**src/rtl/ctr_acc_pkg.sv**
```systemverilog
`timescale 1ns/1ps
package ctr_acc_pkg;

    typedef enum logic [1:0] {
        ALIAS_LEGACY = 2'd0,
        ALIAS_FULL   = 2'd1,
        ALIAS_FIXED  = 2'd2,
        ALIAS_RSVD   = 2'd3
    } wr_alias_e;

    typedef enum logic [1:0] {
        RSP_IDLE  = 2'd0,
        RSP_DATA  = 2'd1,
        RSP_FAULT = 2'd2
    } rsp_state_e;

    typedef enum logic [1:0] {
        WST_IDLE   = 2'd0,
        WST_DONE   = 2'd1,
        WST_REJECT = 2'd2
    } wst_state_e;

    localparam int IDX_FAST_BIT = 31;
    localparam int IDX_BANK_BIT = 30;

endpackage

```
**src/rtl/acc_wr_cond.sv**
```systemverilog
`timescale 1ns/1ps
module acc_wr_cond
    import ctr_acc_pkg::*;
#(
    parameter int NUM_GP      = 4,
    parameter int NUM_FIX     = 3,
    parameter int GP_W        = 48,
    parameter int FIX_W       = 40,
    parameter int NUM_FIELD_W = 8
) (
    input  logic                   wr_req,
    input  logic [1:0]             wr_alias,
    input  logic [NUM_FIELD_W-1:0] wr_num,
    input  logic [63:0]            wr_data,
    input  logic                   cap_full_wr,
    output logic                   st_we,
    output logic                   st_bank,
    output logic [63:0]            st_val,
    output logic                   reject
);
    localparam logic [63:0] GP_MASK  = (GP_W >= 64)  ? {64{1'b1}} : ((64'd1 << GP_W) - 64'd1);
    localparam logic [63:0] FIX_MASK = (FIX_W >= 64) ? {64{1'b1}} : ((64'd1 << FIX_W) - 64'd1);
    localparam logic [NUM_FIELD_W-1:0] GP_CNT  = NUM_FIELD_W'(NUM_GP);
    localparam logic [NUM_FIELD_W-1:0] FIX_CNT = NUM_FIELD_W'(NUM_FIX);

    logic        ok;
    logic        above_width;
    logic [63:0] sext_val;

    always_comb begin
        sext_val    = {{32{wr_data[31]}}, wr_data[31:0]} & GP_MASK;
        above_width = |(wr_data & ~GP_MASK);
        ok          = 1'b0;
        st_bank     = 1'b0;
        st_val      = '0;
        unique case (wr_alias_e'(wr_alias))
            ALIAS_LEGACY: begin
                ok     = (wr_num < GP_CNT);
                st_val = sext_val;
            end
            ALIAS_FULL: begin
                ok     = (wr_num < GP_CNT) && cap_full_wr && !above_width;
                st_val = wr_data & GP_MASK;
            end
            ALIAS_FIXED: begin
                ok      = (wr_num < FIX_CNT);
                st_bank = 1'b1;
                st_val  = wr_data & FIX_MASK;
            end
            ALIAS_RSVD: begin
                ok = 1'b0;
            end
        endcase
        st_we  = wr_req && ok;
        reject = wr_req && !ok;
    end
endmodule

```
**src/rtl/acc_rd_decode.sv**
```systemverilog
`timescale 1ns/1ps
module acc_rd_decode
    import ctr_acc_pkg::*;
#(
    parameter int NUM_GP      = 4,
    parameter int NUM_FIX     = 3,
    parameter int NUM_FIELD_W = 8
) (
    input  logic [31:0]            rd_index,
    output logic                   dec_fast,
    output logic                   dec_fixed,
    output logic [NUM_FIELD_W-1:0] dec_num,
    output logic                   dec_bad
);
    localparam logic [NUM_FIELD_W-1:0] GP_CNT  = NUM_FIELD_W'(NUM_GP);
    localparam logic [NUM_FIELD_W-1:0] FIX_CNT = NUM_FIELD_W'(NUM_FIX);

    logic rsvd_set;
    logic in_range;

    always_comb begin
        dec_fast  = rd_index[IDX_FAST_BIT];
        dec_fixed = rd_index[IDX_BANK_BIT];
        dec_num   = rd_index[NUM_FIELD_W-1:0];
        rsvd_set  = |rd_index[29:NUM_FIELD_W];
        in_range  = dec_fixed ? (dec_num < FIX_CNT) : (dec_num < GP_CNT);
        dec_bad   = rsvd_set || !in_range;
    end
endmodule

```
**src/rtl/acc_cnt_bank.sv**
```systemverilog
`timescale 1ns/1ps
module acc_cnt_bank #(
    parameter int N           = 4,
    parameter int W           = 48,
    parameter int NUM_FIELD_W = 8
) (
    input  logic                   clk,
    input  logic                   rst_n,
    input  logic                   we,
    input  logic [NUM_FIELD_W-1:0] wnum,
    input  logic [W-1:0]           wval,
    input  logic [NUM_FIELD_W-1:0] rnum,
    output logic [63:0]            rval
);
    logic [W-1:0] cnt_q [N];

    for (genvar g = 0; g < N; g++) begin : g_cnt
        always_ff @(posedge clk) begin
            if (!rst_n) begin
                cnt_q[g] <= '0;
            end else if (we && wnum == NUM_FIELD_W'(g)) begin
                cnt_q[g] <= wval;
            end
        end
    end

    always_comb begin
        rval = '0;
        for (int i = 0; i < N; i++) begin
            if (rnum == NUM_FIELD_W'(i)) begin
                rval[W-1:0] = cnt_q[i];
            end
        end
    end
endmodule

```
**src/rtl/ctr_access_front.sv**
```systemverilog
`timescale 1ns/1ps
module ctr_access_front
    import ctr_acc_pkg::*;
#(
    parameter int NUM_GP      = 4,
    parameter int NUM_FIX     = 3,
    parameter int GP_W        = 48,
    parameter int FIX_W       = 40,
    parameter int NUM_FIELD_W = 8
) (
    input  logic                   clk,
    input  logic                   rst_n,
    input  logic                   cap_full_wr,
    input  logic                   wr_req,
    input  logic [1:0]             wr_alias,
    input  logic [NUM_FIELD_W-1:0] wr_num,
    input  logic [63:0]            wr_data,
    input  logic                   rd_req,
    input  logic [31:0]            rd_index,
    output logic                   st_we,
    output logic                   st_bank,
    output logic [NUM_FIELD_W-1:0] st_num,
    output logic [63:0]            st_val,
    output logic                   wr_fault,
    output logic                   rd_valid,
    output logic [63:0]            rd_data,
    output logic                   rd_fault
);
    localparam logic [63:0] GP_MASK = (GP_W >= 64) ? {64{1'b1}} : ((64'd1 << GP_W) - 64'd1);
    localparam logic [NUM_FIELD_W-1:0] GP_CNT = NUM_FIELD_W'(NUM_GP);

    logic                   reject;
    logic                   dec_fast;
    logic                   dec_fixed;
    logic                   dec_bad;
    logic [NUM_FIELD_W-1:0] dec_num;
    logic [63:0]            gp_rval;
    logic [63:0]            fix_rval;
    logic [63:0]            sel_val;
    logic [63:0]            fetch_val;
    logic [63:0]            rd_q;
    rsp_state_e             rsp_q, rsp_d;
    wst_state_e             wst_q, wst_d;

    acc_wr_cond #(
        .NUM_GP(NUM_GP), .NUM_FIX(NUM_FIX), .GP_W(GP_W),
        .FIX_W(FIX_W), .NUM_FIELD_W(NUM_FIELD_W)
    ) u_wr (
        .wr_req(wr_req), .wr_alias(wr_alias), .wr_num(wr_num),
        .wr_data(wr_data), .cap_full_wr(cap_full_wr),
        .st_we(st_we), .st_bank(st_bank), .st_val(st_val), .reject(reject)
    );

    assign st_num = wr_num;

    acc_rd_decode #(
        .NUM_GP(NUM_GP), .NUM_FIX(NUM_FIX), .NUM_FIELD_W(NUM_FIELD_W)
    ) u_dec (
        .rd_index(rd_index), .dec_fast(dec_fast), .dec_fixed(dec_fixed),
        .dec_num(dec_num), .dec_bad(dec_bad)
    );

    acc_cnt_bank #(.N(NUM_GP), .W(GP_W), .NUM_FIELD_W(NUM_FIELD_W)) u_gp (
        .clk(clk), .rst_n(rst_n), .we(st_we && !st_bank), .wnum(wr_num),
        .wval(st_val[GP_W-1:0]), .rnum(dec_num), .rval(gp_rval)
    );

    acc_cnt_bank #(.N(NUM_FIX), .W(FIX_W), .NUM_FIELD_W(NUM_FIELD_W)) u_fix (
        .clk(clk), .rst_n(rst_n), .we(st_we && st_bank), .wnum(wr_num),
        .wval(st_val[FIX_W-1:0]), .rnum(dec_num), .rval(fix_rval)
    );

    // Next-state selection for both response machines
    always_comb begin
        sel_val   = dec_fixed ? fix_rval : gp_rval;
        fetch_val = dec_fast ? {32'h0, sel_val[31:0]} : sel_val;
        if (!rd_req)       rsp_d = RSP_IDLE;   // go_idle
        else if (dec_bad)  rsp_d = RSP_FAULT;  // go_fault
        else               rsp_d = RSP_DATA;   // go_data
        if (reject)        wst_d = WST_REJECT; // wr_reject
        else if (st_we)    wst_d = WST_DONE;   // wr_accept
        else               wst_d = WST_IDLE;   // wr_none
    end

    // State register
    always_ff @(posedge clk) begin
        if (!rst_n) begin
            rsp_q <= RSP_IDLE;
            wst_q <= WST_IDLE;
            rd_q  <= '0;
        end else begin
            rsp_q <= rsp_d;
            wst_q <= wst_d;
            rd_q  <= (rsp_d == RSP_DATA) ? fetch_val : '0;
        end
    end

    // Outputs from state
    always_comb begin
        rd_valid = 1'b0;
        rd_fault = 1'b0;
        rd_data  = '0;
        unique case (rsp_q)
            RSP_DATA: begin
                rd_valid = 1'b1;
                rd_data  = rd_q;
            end
            RSP_FAULT: rd_fault = 1'b1;
            default: ;
        endcase
        wr_fault = (wst_q == WST_REJECT);
    end

    assert_legacy_sext_R1: assert property (@(posedge clk) disable iff (!rst_n)
        (st_we && wr_alias == ALIAS_LEGACY) |->
        (st_val[31:0] == wr_data[31:0] && st_val[GP_W-1:32] == {(GP_W-32){wr_data[31]}}));

    assert_full_store_R2: assert property (@(posedge clk) disable iff (!rst_n)
        (wr_req && wr_alias == ALIAS_FULL && cap_full_wr && wr_num < GP_CNT
         && (wr_data & ~GP_MASK) == 64'd0) |-> (st_we && st_val == wr_data));

    assert_overwidth_nostore_R3: assert property (@(posedge clk) disable iff (!rst_n)
        (wr_req && wr_alias == ALIAS_FULL && (wr_data & ~GP_MASK) != 64'd0) |-> !st_we);

    assert_overwidth_fault_R3: assert property (@(posedge clk) disable iff (!rst_n)
        (wr_req && wr_alias == ALIAS_FULL && (wr_data & ~GP_MASK) != 64'd0) |=> wr_fault);

    assert_no_cap_fault_R4: assert property (@(posedge clk) disable iff (!rst_n)
        (wr_req && wr_alias == ALIAS_FULL && !cap_full_wr) |=> wr_fault);

    assert_fast_hi_zero_R7: assert property (@(posedge clk) disable iff (!rst_n)
        (rd_valid && $past(rd_index[IDX_FAST_BIT])) |-> rd_data[63:32] == 32'h0);

    assert_range_fault_R8: assert property (@(posedge clk) disable iff (!rst_n)
        (rd_req && !rd_index[IDX_BANK_BIT] && rd_index[NUM_FIELD_W-1:0] >= GP_CNT) |=> rd_fault);

    assert_gp_width_R9: assert property (@(posedge clk) disable iff (!rst_n)
        (rd_valid && !$past(rd_index[IDX_FAST_BIT]) && !$past(rd_index[IDX_BANK_BIT]))
        |-> (rd_data & ~GP_MASK) == 64'd0);

    assert_rsvd_fault_R10: assert property (@(posedge clk) disable iff (!rst_n)
        (rd_req && |rd_index[29:NUM_FIELD_W]) |=> rd_fault);

    assert_idle_resp_R11: assert property (@(posedge clk) disable iff (!rst_n)
        !rd_req |=> (!rd_valid && !rd_fault && rd_data == 64'd0));

    assert_resp_excl_R11: assert property (@(posedge clk) disable iff (!rst_n)
        $onehot0({rd_valid, rd_fault}));

    assert_rsvd_alias_R13: assert property (@(posedge clk) disable iff (!rst_n)
        (wr_req && wr_alias == ALIAS_RSVD) |=> wr_fault);
endmodule

```
**config.mk**
```make
export PLATFORM = sky130hd
export DESIGN_NAME = ctr_access_front
export DESIGN_NICKNAME = d
export VERILOG_FILES = /design/src/rtl/ctr_acc_pkg.sv /design/src/rtl/acc_wr_cond.sv /design/src/rtl/acc_rd_decode.sv /design/src/rtl/acc_cnt_bank.sv /design/src/rtl/ctr_access_front.sv
export SDC_FILE = /design/constraint.sdc
export NUM_CORES = 1
export LEC_CHECK = 0
export CAP_MARGIN = 20
export CORE_UTILIZATION = 60
export CTS_CLUSTER_DIAMETER = 50
export DETAILED_ROUTE_END_ITERATION = 12
export DONT_BUFFER_PORTS = 1
export GPL_TIMING_DRIVEN = 1
export PLACE_DENSITY_LB_ADDON = 0.25
export SLEW_MARGIN = 0
export SYNTH_ARGS = -nofsm -noshare
export SYNTH_HDL_FRONTEND = slang
export SYNTH_HIERARCHICAL = 1
export SYNTH_SLANG_ARGS = --single-unit
```
**constraint.sdc**
```tcl
create_clock -name clk -period 18.45 [get_ports clk]
set_clock_uncertainty 0.1 [all_clocks]
set_input_delay 3.69 -clock clk [delete_from_list [all_inputs] [get_ports clk]]
set_output_delay 3.69 -clock clk [all_outputs]
set_load 0.01 [all_outputs]
```
# After elaboration in Yosys (flattened, before gate mapping)
# Memories as Yosys holds them, arrays and structs flattened.
# Index checks and enable logic that the tools add are counted.
[totals]
n_memories = 2
inputBits = 111
ramBits = 312
ff_bits = 68
out_inout_bits = 141
wordCells = 109
[mem_list]
columns = ["name", "depth", "word_bits", "rd", "rd_ports_with_merged_regs", "wr", "line", "source"]
rows = [
  ["u_gp.cnt_q", 4, 48, 4, 0, 4, "acc_cnt_bank.sv:15", "logic [W-1:0] cnt_q [N];"],
  ["u_fix.cnt_q", 3, 40, 3, 0, 3, "acc_cnt_bank.sv:15", ""],
]
[classes]
eq_ne = 13
n_reduce_logical = 27
muxes = 48
order_cmp = 4
bitwise = 9
[ops]
columns = ["op", "n"]
rows = [
  ["$mux W48", 9],
  ["$mux W40", 6],
  ["$pmux W48 S3", 1],
  ["$mux W64", 1],
  ["$eq A8 B2 Y1 const B", 4],
  ["$mux W1", 27],
  ["$reduce_or A22 Y1", 1],
  ["$eq A8 B1 Y1 const B", 2],
  ["$logic_not A8 Y1", 2],
  ["$lt A8 B2 Y1 const B", 2],
  ["$lt A8 B3 Y1 const B", 2],
  ["$reduce_or A16 Y1", 1],
  ["$logic_and A1 B1 Y1", 13],
  ["$eq A2 B2 Y1 const B", 4],
  ["$or A1 B1 Y1", 7],
  ["$eq A2 B1 Y1 const B", 3],
  ["$mux W2", 3],
  ["$logic_not A1 Y1", 4],
  ["$pmux W1 S4", 1],
  ["$reduce_or A4 Y1", 1],
  ["$reduce_or A3 Y1", 1],
  ["$logic_not A2 Y1", 1],
  ["$not A1 Y1", 2],
  ["$reduce_and A2 Y1", 1],
  ["other kinds (2)", 2],
]

# Depth between registers and ports, before layout
[depth]
word_depth = 11
mapped_depth = 10
depth_no_buf = 7

# Hierarchy
# The synthesis kept the hierarchy.
[modules_own_cells]
columns = ["module", "area_each_um2", "cells_each", "seq_area_each_um2", "n_inst"]
rows = [
  ["acc_cnt_bank at u_gp", 10088.4, 642, 5765.5, 1],
  ["acc_cnt_bank at u_fix", 5881.9, 471, 3603.5, 1],
  ["ctr_access_front", 3041.7, 301, 1361.3, 1],
  ["acc_wr_cond", 688.2, 117, 0.0, 1],
  ["acc_rd_decode", 141.4, 20, 0.0, 1],
]

# Worst setup path after synthesis
# Ideal clock, no wire load.
[synth_timing]
path_type = "input to register"
start = "in wr_alias[1]"
end = "mem u_gp.cnt_q[0][0], enable pin"
stages = 9
slack_ns = 8.725
required_ns = 17.824
setup_ns = 0.526
arrival_time_ns = 9.099
n_path_buf = 3
path_cell_list = "buf_6 nor4_4 nand4_1 o22ai_1 nor2b_1 or4b_1 buf_2 buf_1 o31ai_1"
[synth_rtl]
columns = ["item", "line", "source"]
rows = [
  ["start: declaration", "ctr_access_front.sv:15", "input logic [1:0] wr_alias,"],
  ["end: declaration", "acc_cnt_bank.sv:15", ""],
]

# Worst setup path in the final report
[layout_timing]
start = "in wr_alias[1]"
end = "out st_val[39]"
[layout_between]
elab_chain_len = 2
elab_cells_between_ends = 4
cone_classes = "eq/ne: 2; mux: 1; reduce/logical: 1"
[layout_rtl]
columns = ["item", "line", "source"]
rows = [
  ["$eq A2 B2 Y1, or another cell as far along", "acc_wr_cond.sv:36", "unique case (wr_alias_e'(wr_alias))"],
  ["$pmux W48 S3 *", "acc_wr_cond.sv:36", ""],
  ["end: declaration", "ctr_access_front.sv:23", "output logic [63:0] st_val,"],
]
# Mark *: on every way between the ends. The rest lies on a longest branch, timed or not.

==> impl_metrics.toml <==
[outcome]
status = "finished clean"

[logic_synthesis]
synth_top_area_share_pct = 47.2
synth_adder_area_share_pct = 0
synth_top_family_by_area = "simple AND/OR/NAND/NOR gates"
postSynthAreaPerCell_um2 = 12.8
synth.area.mux_share_pct = 10.7
synth_area_leaders = "edfxtp_1 47%, nor4_2 8.9%, dfxtp_1 6.9%"
synth_seq_area_share_pct = 54.1
ys_warn_count = 6
synth_cell_type_count = 45
synth_compound_area_share_pct = 2.00
synth-simple-area-share_pct = 24.8
synthFlopType = "edfxtp_1"
netlist_area_um2 = 19800
synth_xor_area_share_pct = 0
synth_cells = 1551
yosysMostFrequentCell = "edfxtp_1"
ys_ff_latch = 380
post-synth-top-area-cell = "edfxtp_1"
synth_edf_count = 312
async_reset_ff_share_pct = 0
synthTopCellsByCount = "312 x edfxtp_1, 160 x and2_1, 141 x nor4_2"

[floorplan]
rows = 66
die_h_um = 184
start_util_pct = 61.0
core_um2 = 32500
die_w_um = 184
design.die.area_um2 = 33800
io_pins = 252

[cts]
cts_sinks = 380
cts_hold_buf = 0
cts_tree = "done"
cts.htree.levels = 2
cts.clk_slew.worst_paths_ps = 60
cts_buffers = 41
cts_setup_buffers = 0
cts_root_buffer = "clkbuf_16"
clock_latency_ps = 530
clk_path_buf_depth = 3
postCtsResizedCells = 0

[drt]
drt_iter0_drc = 1171
wirelength_mm = 47.6
vias = 12000
ant_nets = 0
via_per_inst = 6.20
route.detailed.drc = 0
dr.pass1.iters = 5
avgRoutedWirePerCell_um = 24.6

[pwr]
vdd_drop_max_mv = 0.0621
p_leak_uw = 0.00699
pwr_density_cell_nw_per_um2 = 91.3

[timing]
fmax_mhz = 112
hold_violations = 0
tns_ps = 0
fin_hold_ws_ps = 575
setup_violations = 0
finalCriticalPeriod_ps = 8910
rsz0062_at_grt = "no"
period_share_pct = 48.3
maxSlewHeadroom_pct = 23.3
drv_slew = 0
fin_ws_ps = 9540
tightest_slew_ps = 1150

[place]
numPortBuffers = 0
hpwl_mm = 27.0
post-place-ws_ps = 9160
place_congestion = 0.782

[critical_path]
reg2reg_slack_ps = 16720
worst_ep_required_time_ps = 14660
slowest_stage = "nor2b_1"
crit_chain = "nor2b_1 > nand2_1 > o21ai_0"
crit_family = "simple AND/OR/NAND/NOR gates"
r2r_end = "rd_q[26]"
r2r-start = "u_gp/cnt_q[3][26]"
arrival_ps = 5120
ff2ff_path_depth = 4
cp_max_fo = 20
crit_path_end_kind = "output port"
slowest_delay_ps = 860
critPathLaunchType = "input pin"
critPathKind = "input pin to output port"
crit_buf_inv = 0

[final_layout]
nets = 1565
drive_above_1_share_pct = 26.8
syn_to_final_growth_pct = 4.96

[min_path]
hold_end = "rd_q[2]"
hold_depth = 4
hp-class = "flop to flop"
hold_start = "u_fix/cnt_q[1][2]"

[global_route]
grt_pass1_vias = 11800
grt_pass1_wl_mm = 71.3
grt_usage_pct = 28.2
grt_overflow_total = 0
grt_max_degree = 91
antenna_found_initial = 14

[job]
maxCapViolations = 0
## final cells by class
class | count | area, um^2
Fill cell | 2432 | 11700
Sequential cell | 380 | 10700
Multi-Input combinational cell | 953 | 7790
Clock buffer | 57 | 1160
Tap cell | 442 | 553
Timing Repair Buffer | 26 | 208
Inverter | 52 | 195
Clock inverter | 17 | 174
Antenna cell | 9 | 22.5
## cell families (layout without fill, tap and decap cells)
group,Yosys count,count (layout)
buf+inv,271,152
compound gates,75,75
mux,152,152
other cells,3,65
simple gates,670,670
flops,380,380
## tightest hold or removal path, stage by stage, from the launching register on
cell and delay [ps]:
edfxtp_1 320, nand2_1 40, a21oi_1 130, mux2i_1 80, nor2_1 70
## report_power, final
| group | internal, uW | switching (uW) |
|---|---|---|
| logic | 40.5 | 79.7 |
| clock network | 481 | 331 |
| registers | 960 | 8.90 |
## metrics by stage
stage	power, uW	cells	cell area, um^2	utilization, %
after global placement	1100	1851	19400	59.8
after CTS	1910	1925	20800	63.9
final	1900	1936	20800	64.0
after global routing	1960	1932	20800	64.0
after floorplan	1110	1604	20000	-
after detailed placement	1110	1851	19400	59.8
## metal layers
metal | track usage (%) | part of all wire, %
met1 | 38.4 | 41
met2 | 44.7 | 48
met3 | 6.66 | 8.7
met4 | 9.43 | 2.2
met5 | 0.593 | 0.078
## how the worst max path moves through the flow
stage / from / to / slack, ps / cells past startpoint
final: wr_alias[1] / st_val[39] / 9540 / 3
after global routing: wr_alias[1] / st_val[39] / 9500 / 3
after CTS: wr_data[31] / st_val[39] / 9170 / 3
after detailed placement: wr_data[31] / st_val[39] / 9160 / 3
after global placement: wr_data[31] / st_val[33] / 9270 / 3
after floorplan: wr_alias[1] / u_gp/cnt_q[0][0] / 8730 / 9
## sequential cells by signal, summed over array words and instances (netlist names)
| name | cells |
|---|---|
| u_gp/cnt_q | 192 |
| wst_q | 2 |
| rsp_q | 2 |
| rd_q | 64 |
| u_fix/cnt_q | 120 |
## cell usage in the layout, fill, tap and decap left out, types with 7 or more instances in the layout
cell type / count
o21ai_0: 8
or2_2: 41
clkbuf_8: 7
nor4_2: 142
nor4_1: 61
dfxtp_1: 68
nor2_1: 73
and2_2: 58
diode_2: 9
edfxtp_1: 312
conb_1: 56
clkbuf_16: 41
and3_1: 49
and2_1: 160
clkbuf_1: 9
buf_4: 25
nand2_1: 52
inv_1: 52
a21oi_1: 56
mux2i_1: 104
mux4_2: 48
Power figures use the tool's default switching activity.
